===== config.mk =====
export PLATFORM = sky130hd
export DESIGN_NAME = dmac16_unit
export DESIGN_NICKNAME = d
export VERILOG_FILES = /design/src/rtl/dmac16_pkg.sv /design/src/rtl/dmac16_decode.sv /design/src/rtl/dmac16_regfile.sv /design/src/rtl/dmac16_lane.sv /design/src/rtl/dmac16_unit.sv
export SDC_FILE = /design/constraint.sdc
export NUM_CORES = 2
export LEC_CHECK = 0
export BUFFER_PORTS_ARGS = -buffer_cell sky130_fd_sc_hd__buf_2
export CAP_MARGIN = 20
export CORE_MARGIN = 1.5
export CORE_UTILIZATION = 43
export DETAILED_ROUTE_END_ITERATION = 10
export MAX_ROUTING_LAYER = met4
export SKIP_LAST_GASP = 1
export SYNTH_ARGS = -nofsm -noshare
export SYNTH_HDL_FRONTEND = slang
export SYNTH_HIERARCHICAL = 1
export SYNTH_SLANG_ARGS = --single-unit

===== constraint.sdc =====
create_clock -name clk -period 12.05 [get_ports clk]
set_input_delay 1.205 -clock clk [delete_from_list [all_inputs] [get_ports clk]]
set_output_delay 1.205 -clock clk [all_outputs]
set_load 0.02 [all_outputs]

===== src/rtl/dmac16_pkg.sv =====
package dmac16_pkg;
  localparam int unsigned IW_A_LSB   = 6;
  localparam int unsigned IW_B_LSB   = 10;
  localparam int unsigned IW_C_LSB   = 14;
  localparam int unsigned IW_D_LSB   = 18;
  localparam int unsigned IW_OPS_LSB = 22;
  localparam int unsigned IW_ACC_LSB = 24;

  typedef enum logic [1:0] {
    OPS_HH_LL = 2'd0,
    OPS_LH_LL = 2'd1,
    OPS_HH_HL = 2'd2,
    OPS_LH_HL = 2'd3
  } opsel_e;

  typedef enum logic [1:0] {
    ACC_ADD_ADD = 2'd0,
    ACC_ADD_SUB = 2'd1,
    ACC_SUB_ADD = 2'd2,
    ACC_SUB_SUB = 2'd3
  } accsel_e;

  typedef struct packed {
    logic [3:0] ia;
    logic [3:0] ib;
    logic [3:0] ic;
    logic [3:0] id;
    opsel_e     ops;
    accsel_e    acc;
  } dmac_fields_t;
endpackage


===== src/rtl/dmac16_decode.sv =====
module dmac16_decode
  import dmac16_pkg::*;
(
  input  logic [31:0]  word,
  output dmac_fields_t fields
);
  always_comb begin
    fields.ia  = word[IW_A_LSB +: 4];
    fields.ib  = word[IW_B_LSB +: 4];
    fields.ic  = word[IW_C_LSB +: 4];
    fields.id  = word[IW_D_LSB +: 4];
    fields.ops = opsel_e'(word[IW_OPS_LSB +: 2]);
    fields.acc = accsel_e'(word[IW_ACC_LSB +: 2]);
  end
endmodule


===== src/rtl/dmac16_regfile.sv =====
module dmac16_regfile #(
  parameter int unsigned DATA_W = 32,
  parameter int unsigned DEPTH  = 16,
  parameter int unsigned NRD    = 5,
  parameter int unsigned NWR    = 3,
  localparam int unsigned IDX_W = $clog2(DEPTH)
) (
  input  logic              clk,
  input  logic              rst,
  input  logic [IDX_W-1:0]  ridx  [NRD],
  output logic [DATA_W-1:0] rdata [NRD],
  input  logic              we    [NWR],
  input  logic [IDX_W-1:0]  widx  [NWR],
  input  logic [DATA_W-1:0] wdata [NWR]
);
  logic [DATA_W-1:0] mem [DEPTH];

  // Later write ports take priority: their assignment is the last one on the edge.
  always_ff @(posedge clk) begin
    if (rst) begin
      for (int i = 0; i < DEPTH; i++) mem[i] <= '0;
    end else begin
      for (int p = 0; p < NWR; p++) begin
        if (we[p] && (widx[p] != '0)) mem[widx[p]] <= wdata[p];
      end
    end
  end

  for (genvar r = 0; r < NRD; r++) begin : g_rd
    assign rdata[r] = (ridx[r] == '0) ? '0 : mem[ridx[r]];
  end

  // the storage cell for register 0 is never written
  p_zero_cell_r8: assert property (@(posedge clk) disable iff (rst) mem[0] == '0)
    else $error("register 0 storage changed");
endmodule


===== src/rtl/dmac16_lane.sv =====
module dmac16_lane #(
  parameter int unsigned DATA_W = 32,
  localparam int unsigned HALF_W = DATA_W / 2
) (
  input  logic [HALF_W-1:0] x,
  input  logic [HALF_W-1:0] y,
  input  logic [DATA_W-1:0] acc_old,
  input  logic              sub,
  output logic [DATA_W-1:0] acc_new
);
  logic signed [HALF_W-1:0] xs, ys;
  logic signed [DATA_W-1:0] prod;

  always_comb begin
    xs      = x;
    ys      = y;
    prod    = xs * ys;
    acc_new = sub ? (acc_old - prod) : (acc_old + prod);
  end
endmodule


===== src/rtl/dmac16_unit.sv =====
module dmac16_unit
  import dmac16_pkg::*;
#(
  parameter int unsigned DATA_W = 32,
  parameter int unsigned DEPTH  = 16,
  localparam int unsigned HALF_W = DATA_W / 2,
  localparam int unsigned IDX_W  = $clog2(DEPTH)
) (
  input  logic              clk,
  input  logic              rst,
  input  logic              instr_valid,
  output logic              instr_ready,
  input  logic [31:0]       instr_word,
  output logic              done,
  input  logic              ctl_we,
  input  logic              ctl_enable,
  input  logic              host_we,
  input  logic [IDX_W-1:0]  host_widx,
  input  logic [DATA_W-1:0] host_wdata,
  input  logic [IDX_W-1:0]  host_ridx,
  output logic [DATA_W-1:0] host_rdata
);
  localparam int unsigned NRD = 5;
  localparam int unsigned NWR = 3;

  dmac_fields_t f;
  logic              en_q;
  logic              stg_vld, stg_we;
  logic [IDX_W-1:0]  stg_ia, stg_id;
  logic [DATA_W-1:0] stg_a, stg_d;
  logic              accept;

  logic [IDX_W-1:0]  ridx  [NRD];
  logic [DATA_W-1:0] rdata [NRD];
  logic              we    [NWR];
  logic [IDX_W-1:0]  widx  [NWR];
  logic [DATA_W-1:0] wdata [NWR];

  logic [HALF_W-1:0] lx [2];
  logic [HALF_W-1:0] ly [2];
  logic [DATA_W-1:0] lold [2];
  logic [DATA_W-1:0] lnew [2];
  logic              lsub [2];

  dmac16_decode u_dec (.word(instr_word), .fields(f));

  // read ports: 0=A 1=B 2=C 3=D 4=host
  assign ridx[0] = f.ia;
  assign ridx[1] = f.ib;
  assign ridx[2] = f.ic;
  assign ridx[3] = f.id;
  assign ridx[4] = host_ridx;
  assign host_rdata = rdata[4];

  // write ports in rising priority: host, A, D
  assign we[0]    = host_we;
  assign widx[0]  = host_widx;
  assign wdata[0] = host_wdata;
  assign we[1]    = stg_vld && stg_we;
  assign widx[1]  = stg_ia;
  assign wdata[1] = stg_a;
  assign we[2]    = stg_vld && stg_we;
  assign widx[2]  = stg_id;
  assign wdata[2] = stg_d;

  dmac16_regfile #(.DATA_W(DATA_W), .DEPTH(DEPTH), .NRD(NRD), .NWR(NWR)) u_rf (
    .clk(clk), .rst(rst), .ridx(ridx), .rdata(rdata),
    .we(we), .widx(widx), .wdata(wdata)
  );

  // Operand routing. Lane 0 is the left product (to A), lane 1 the right product (to D).
  // Bit 0 of the operand field moves the left B half to low; bit 1 moves the right B half to high.
  always_comb begin
    lx[0]   = f.ops[0] ? rdata[1][HALF_W-1:0] : rdata[1][DATA_W-1:HALF_W];
    ly[0]   = rdata[2][DATA_W-1:HALF_W];
    lx[1]   = f.ops[1] ? rdata[1][DATA_W-1:HALF_W] : rdata[1][HALF_W-1:0];
    ly[1]   = rdata[2][HALF_W-1:0];
    lold[0] = rdata[0];
    lold[1] = rdata[3];
    lsub[0] = f.acc[1];
    lsub[1] = f.acc[0];
  end

  for (genvar l = 0; l < 2; l++) begin : g_lane
    dmac16_lane #(.DATA_W(DATA_W)) u_lane (
      .x(lx[l]), .y(ly[l]), .acc_old(lold[l]), .sub(lsub[l]), .acc_new(lnew[l])
    );
  end

  assign instr_ready = !stg_vld;
  assign accept      = instr_valid && instr_ready;
  assign done        = stg_vld;

  always_ff @(posedge clk) begin
    if (rst) begin
      en_q    <= 1'b0;
      stg_vld <= 1'b0;
      stg_we  <= 1'b0;
      stg_ia  <= '0;
      stg_id  <= '0;
      stg_a   <= '0;
      stg_d   <= '0;
    end else begin
      if (ctl_we) en_q <= ctl_enable;
      stg_vld <= accept;
      if (accept) begin
        stg_we <= en_q;
        stg_ia <= f.ia;
        stg_id <= f.id;
        stg_a  <= lnew[0];
        stg_d  <= lnew[1];
      end
    end
  end

  // acceptance leads to done on the next edge
  p_done_next_r9: assert property (@(posedge clk) disable iff (rst)
    (instr_valid && instr_ready) |=> done)
    else $error("done missing after accept");

  // a held request is not taken twice in a row
  p_single_done_r12: assert property (@(posedge clk) disable iff (rst)
    done |=> !done)
    else $error("done on consecutive cycles");

  // an instruction accepted while disabled drives no write port
  p_gated_write_r6: assert property (@(posedge clk) disable iff (rst)
    (instr_valid && instr_ready && !en_q) |=> !(we[1] || we[2]))
    else $error("write while disabled");

  // the first cycle out of reset is idle and disabled
  p_reset_idle_r10: assert property (@(posedge clk) disable iff (rst)
    $past(rst) |-> (!done && !en_q))
    else $error("state not cleared by reset");
endmodule


==> flow_metrics.env <==
export IMPL_viasPerCell=6.79
export IMPL_slew_headroom_pct=21.0
export IMPL_synth_compound_area_share_pct=17.9
export IMPL_max_stage_delay_ns=0.63
export IMPL_cp_arrival_ns=12.20
export IMPL_htree_num_levels=3
export IMPL_syn_inst=7491
export IMPL_grt_pass1_wl_mm=456
export IMPL_ctsLongestPathBuffers=3
export IMPL_drc=0
export IMPL_yosys_area_share_adder_pct=18.8
export IMPL_worstMarginPinSlew_ns=1.16
export IMPL_end_kind="flop"
export IMPL_syn_area_per_cell_um2=9.51
export IMPL_clk_latency_ns=0.70
export IMPL_clock_sinks=555
export IMPL_io_buffers=99
export IMPL_cp_common_cell="fa_1"
export IMPL_initialDrtViolationCount=9677
export IMPL_area_growth_pct=10.4
export IMPL_hp_class="flop to flop"
export IMPL_async_flop_share_pct=0
export IMPL_hold_violations=0
export IMPL_routed_wl_mm=319
export IMPL_io_pins=112
export IMPL_place_area_mm2=0.0764
export IMPL_synth_cell_type_count=113
export IMPL_clk_pin_slew_ns=0.06
export IMPL_synth_mux_area_share_pct=18.3
export IMPL_synth_top_cell_by_area="edfxtp_1"
export IMPL_fin_util_pct=47.7
export IMPL_netlist_area_mm2=0.0712
export IMPL_drive_gt1_share_pct=16.5
export IMPL_critPathKind="input port to flop"
export IMPL_synth_edf_count=480
export IMPL_fmax_mhz=85.7
export IMPL_grt_antenna_before_repair=29
export IMPL_die_x_um=410
export IMPL_cpMaxStageDelayCell="a2111oi_0"
export IMPL_coreArea_mm2=0.165
export IMPL_grt_max_degree=99
export IMPL_final_max_slew_violation_count=0
export IMPL_cts_made_buffers=66
export IMPL_chipHeight_um=410
export IMPL_cts_root_buffer="clkbuf_16"
export IMPL_grtUsageTotal_pct=38.5
export IMPL_syn_nets=8323
export IMPL_die_area_mm2=0.168
export IMPL_grt_pass1_vias=64700
export IMPL_yosys_area_share_simple_pct=12.7
export IMPL_drv_cap=0
export IMPL_antenna_left=0
export IMPL_synth_top_family_by_area="adder cells"
export IMPL_tritoncts="built"
export IMPL_fin_crit_sh_pct=96.8
export IMPL_status="finished clean"
export IMPL_ys_ff_latch=555
export IMPL_firstDrtPassIters=8
export IMPL_worst_slack_ns=0.384
export IMPL_vias=66300
export IMPL_dp_hpwl_mm=210
export IMPL_synth_xor_area_share_pct=2.31
export IMPL_start_kind="input port"
export IMPL_synthFlopType="edfxtp_1"
export IMPL_setup_viol=0
export IMPL_synth_warnings=6
export IMPL_place_ws_ns=-0.274
export IMPL_wl_per_cell_um=32.7
export IMPL_synth_top_area_share_pct=20.2
export IMPL_synthTopCellsByArea="edfxtp_1, fa_1, mux4_2"
export IMPL_required_ns=12.58
export IMPL_start_util_pct=43.2
export IMPL_ys_seq_area_share_pct=22.3
export IMPL_fin_crit_ns=11.67
export IMPL_crit_fanout=18
export IMPL_clock_skew_ns=0.0371
export IMPL_grt_remaining_overflow=0
export IMPL_rows=149
export IMPL_final_area_mm2=0.0786
export IMPL_rsz0062_at_grt="false"
export IMPL_gp_congestion=1.04
export IMPL_setup_tns_ns=0
export IMPL_nets=8331
export IMPL_hold_buffers=0
cell usage after synthesis (66+ instances only):
library cell	instances
a2111oi_0	124
a21oi_1	668
a22oi_1	512
and2_1	237
buf_1	66
buf_2	149
clkbuf_1	449
dfxtp_1	75
edfxtp_1	480
fa_1	526
ha_1	228
inv_1	632
mux2i_1	486
mux4_2	329
nand2_1	321
nand2b_1	123
nand4bb_1	78
nor2_1	870
o21ai_1	73
o22ai_1	245
xnor2_1	128
metrics by stage:
| stage | instances | hold WS (ns) |
|---|---|---|
| after CTS | 9739 | 0.490 |
| final | 9772 | 0.486 |
| after detailed placement | 9620 | 0.482 |
| after floorplan | 7491 | 0.445 |
| after global placement | 9618 | 0.464 |
| after global routing | 9759 | 0.519 |
sequential cells by signal, summed over array words and instances, names as in the netlist:
register / count
stg_d: 32
stg_a: 32
u_rf/mem: 480
en_q: 1
done: 1
stg_we: 1
stg_id: 4
stg_ia: 4
cell families (layout without fill, tap and decap cells):
group / after synthesis / count (layout)
muxes: 882 / 882
and+or+nand+nor: 1842 / 1842
AOI/OAI and AO/OA: 1934 / 1934
other: 0 / 33
DFF: 555 / 555
adders and majority gates: 754 / 754
xor gates and xnor gates: 184 / 184
buffers and inverters: 1340 / 1399
worst max-delay path, delay by kind of cell:
family / cells / cell delay, ns
adder cells (fa/ha/maj): 8 / 3.81
AO/OA/AOI/OAI: 12 / 3.10
XOR/XNOR: 3 / 0.78
multiplexers: 2 / 0.69
AND/OR/NAND/NOR: 9 / 1.62
buffers and inverters: 7 / 0.92
path summary, 6_finish.rpt:
kind | start | end | slack, ns | depth (start not counted)
min reg2reg | stg_we | stg_we | 0.49 | 2
max reg2reg | u_rf/mem[10][7] | stg_a[31] | 0.84 | 42
max | instr_word[11] | stg_a[31] | 0.38 | 41
min | stg_we | stg_we | 0.49 | 2
layer usage:
| metal | vias to the layer above | track usage, % | wire length [um] |
|---|---|---|---|
| met5 | - | - | 0 |
| met4 | 0 | 25.6 | 26500 |
| met3 | 1468 | 13.5 | 47900 |
| met2 | 5306 | 54.4 | 133000 |
| met1 | 32300 | 46.2 | 112000 |
| li1 | 27200 | - | - |
layout make-up:
cell class                      instances  area (um2)
Tap cell                             2189        2740
Clock inverter                         23         264
Antenna cell                           33        82.6
Sequential cell                       555       15900
Inverter                              632        2370
Clock buffer                           96        1890
Fill cell                           15500       86200
Multi-Input combinational cell       5596       50400
Timing Repair Buffer                  648        5020
cell usage in the layout, fill, tap and decap left out, types with 73 or more instances in the layout:
cell	count
nand2_1	321
o22ai_1	245
xnor2_1	126
nand4bb_1	78
o21ai_1	73
and2_1	237
buf_4	528
inv_1	632
nand2b_1	113
mux4_2	329
ha_1	228
dfxtp_1	74
edfxtp_1	480
a2111oi_0	123
a22oi_1	512
buf_2	85
mux2i_1	485
a21oi_1	668
fa_1	526
nor2_1	858
what timing repair did:
item | in CTS | in global routing
gates resized for setup | 0 | 3
endpoints found under the setup margin | 0 | 5
buffers inserted | 0 | 0
Power is not shown: default switching activity piles up to over one toggle a cycle in this logic, so the estimate is an artifact.
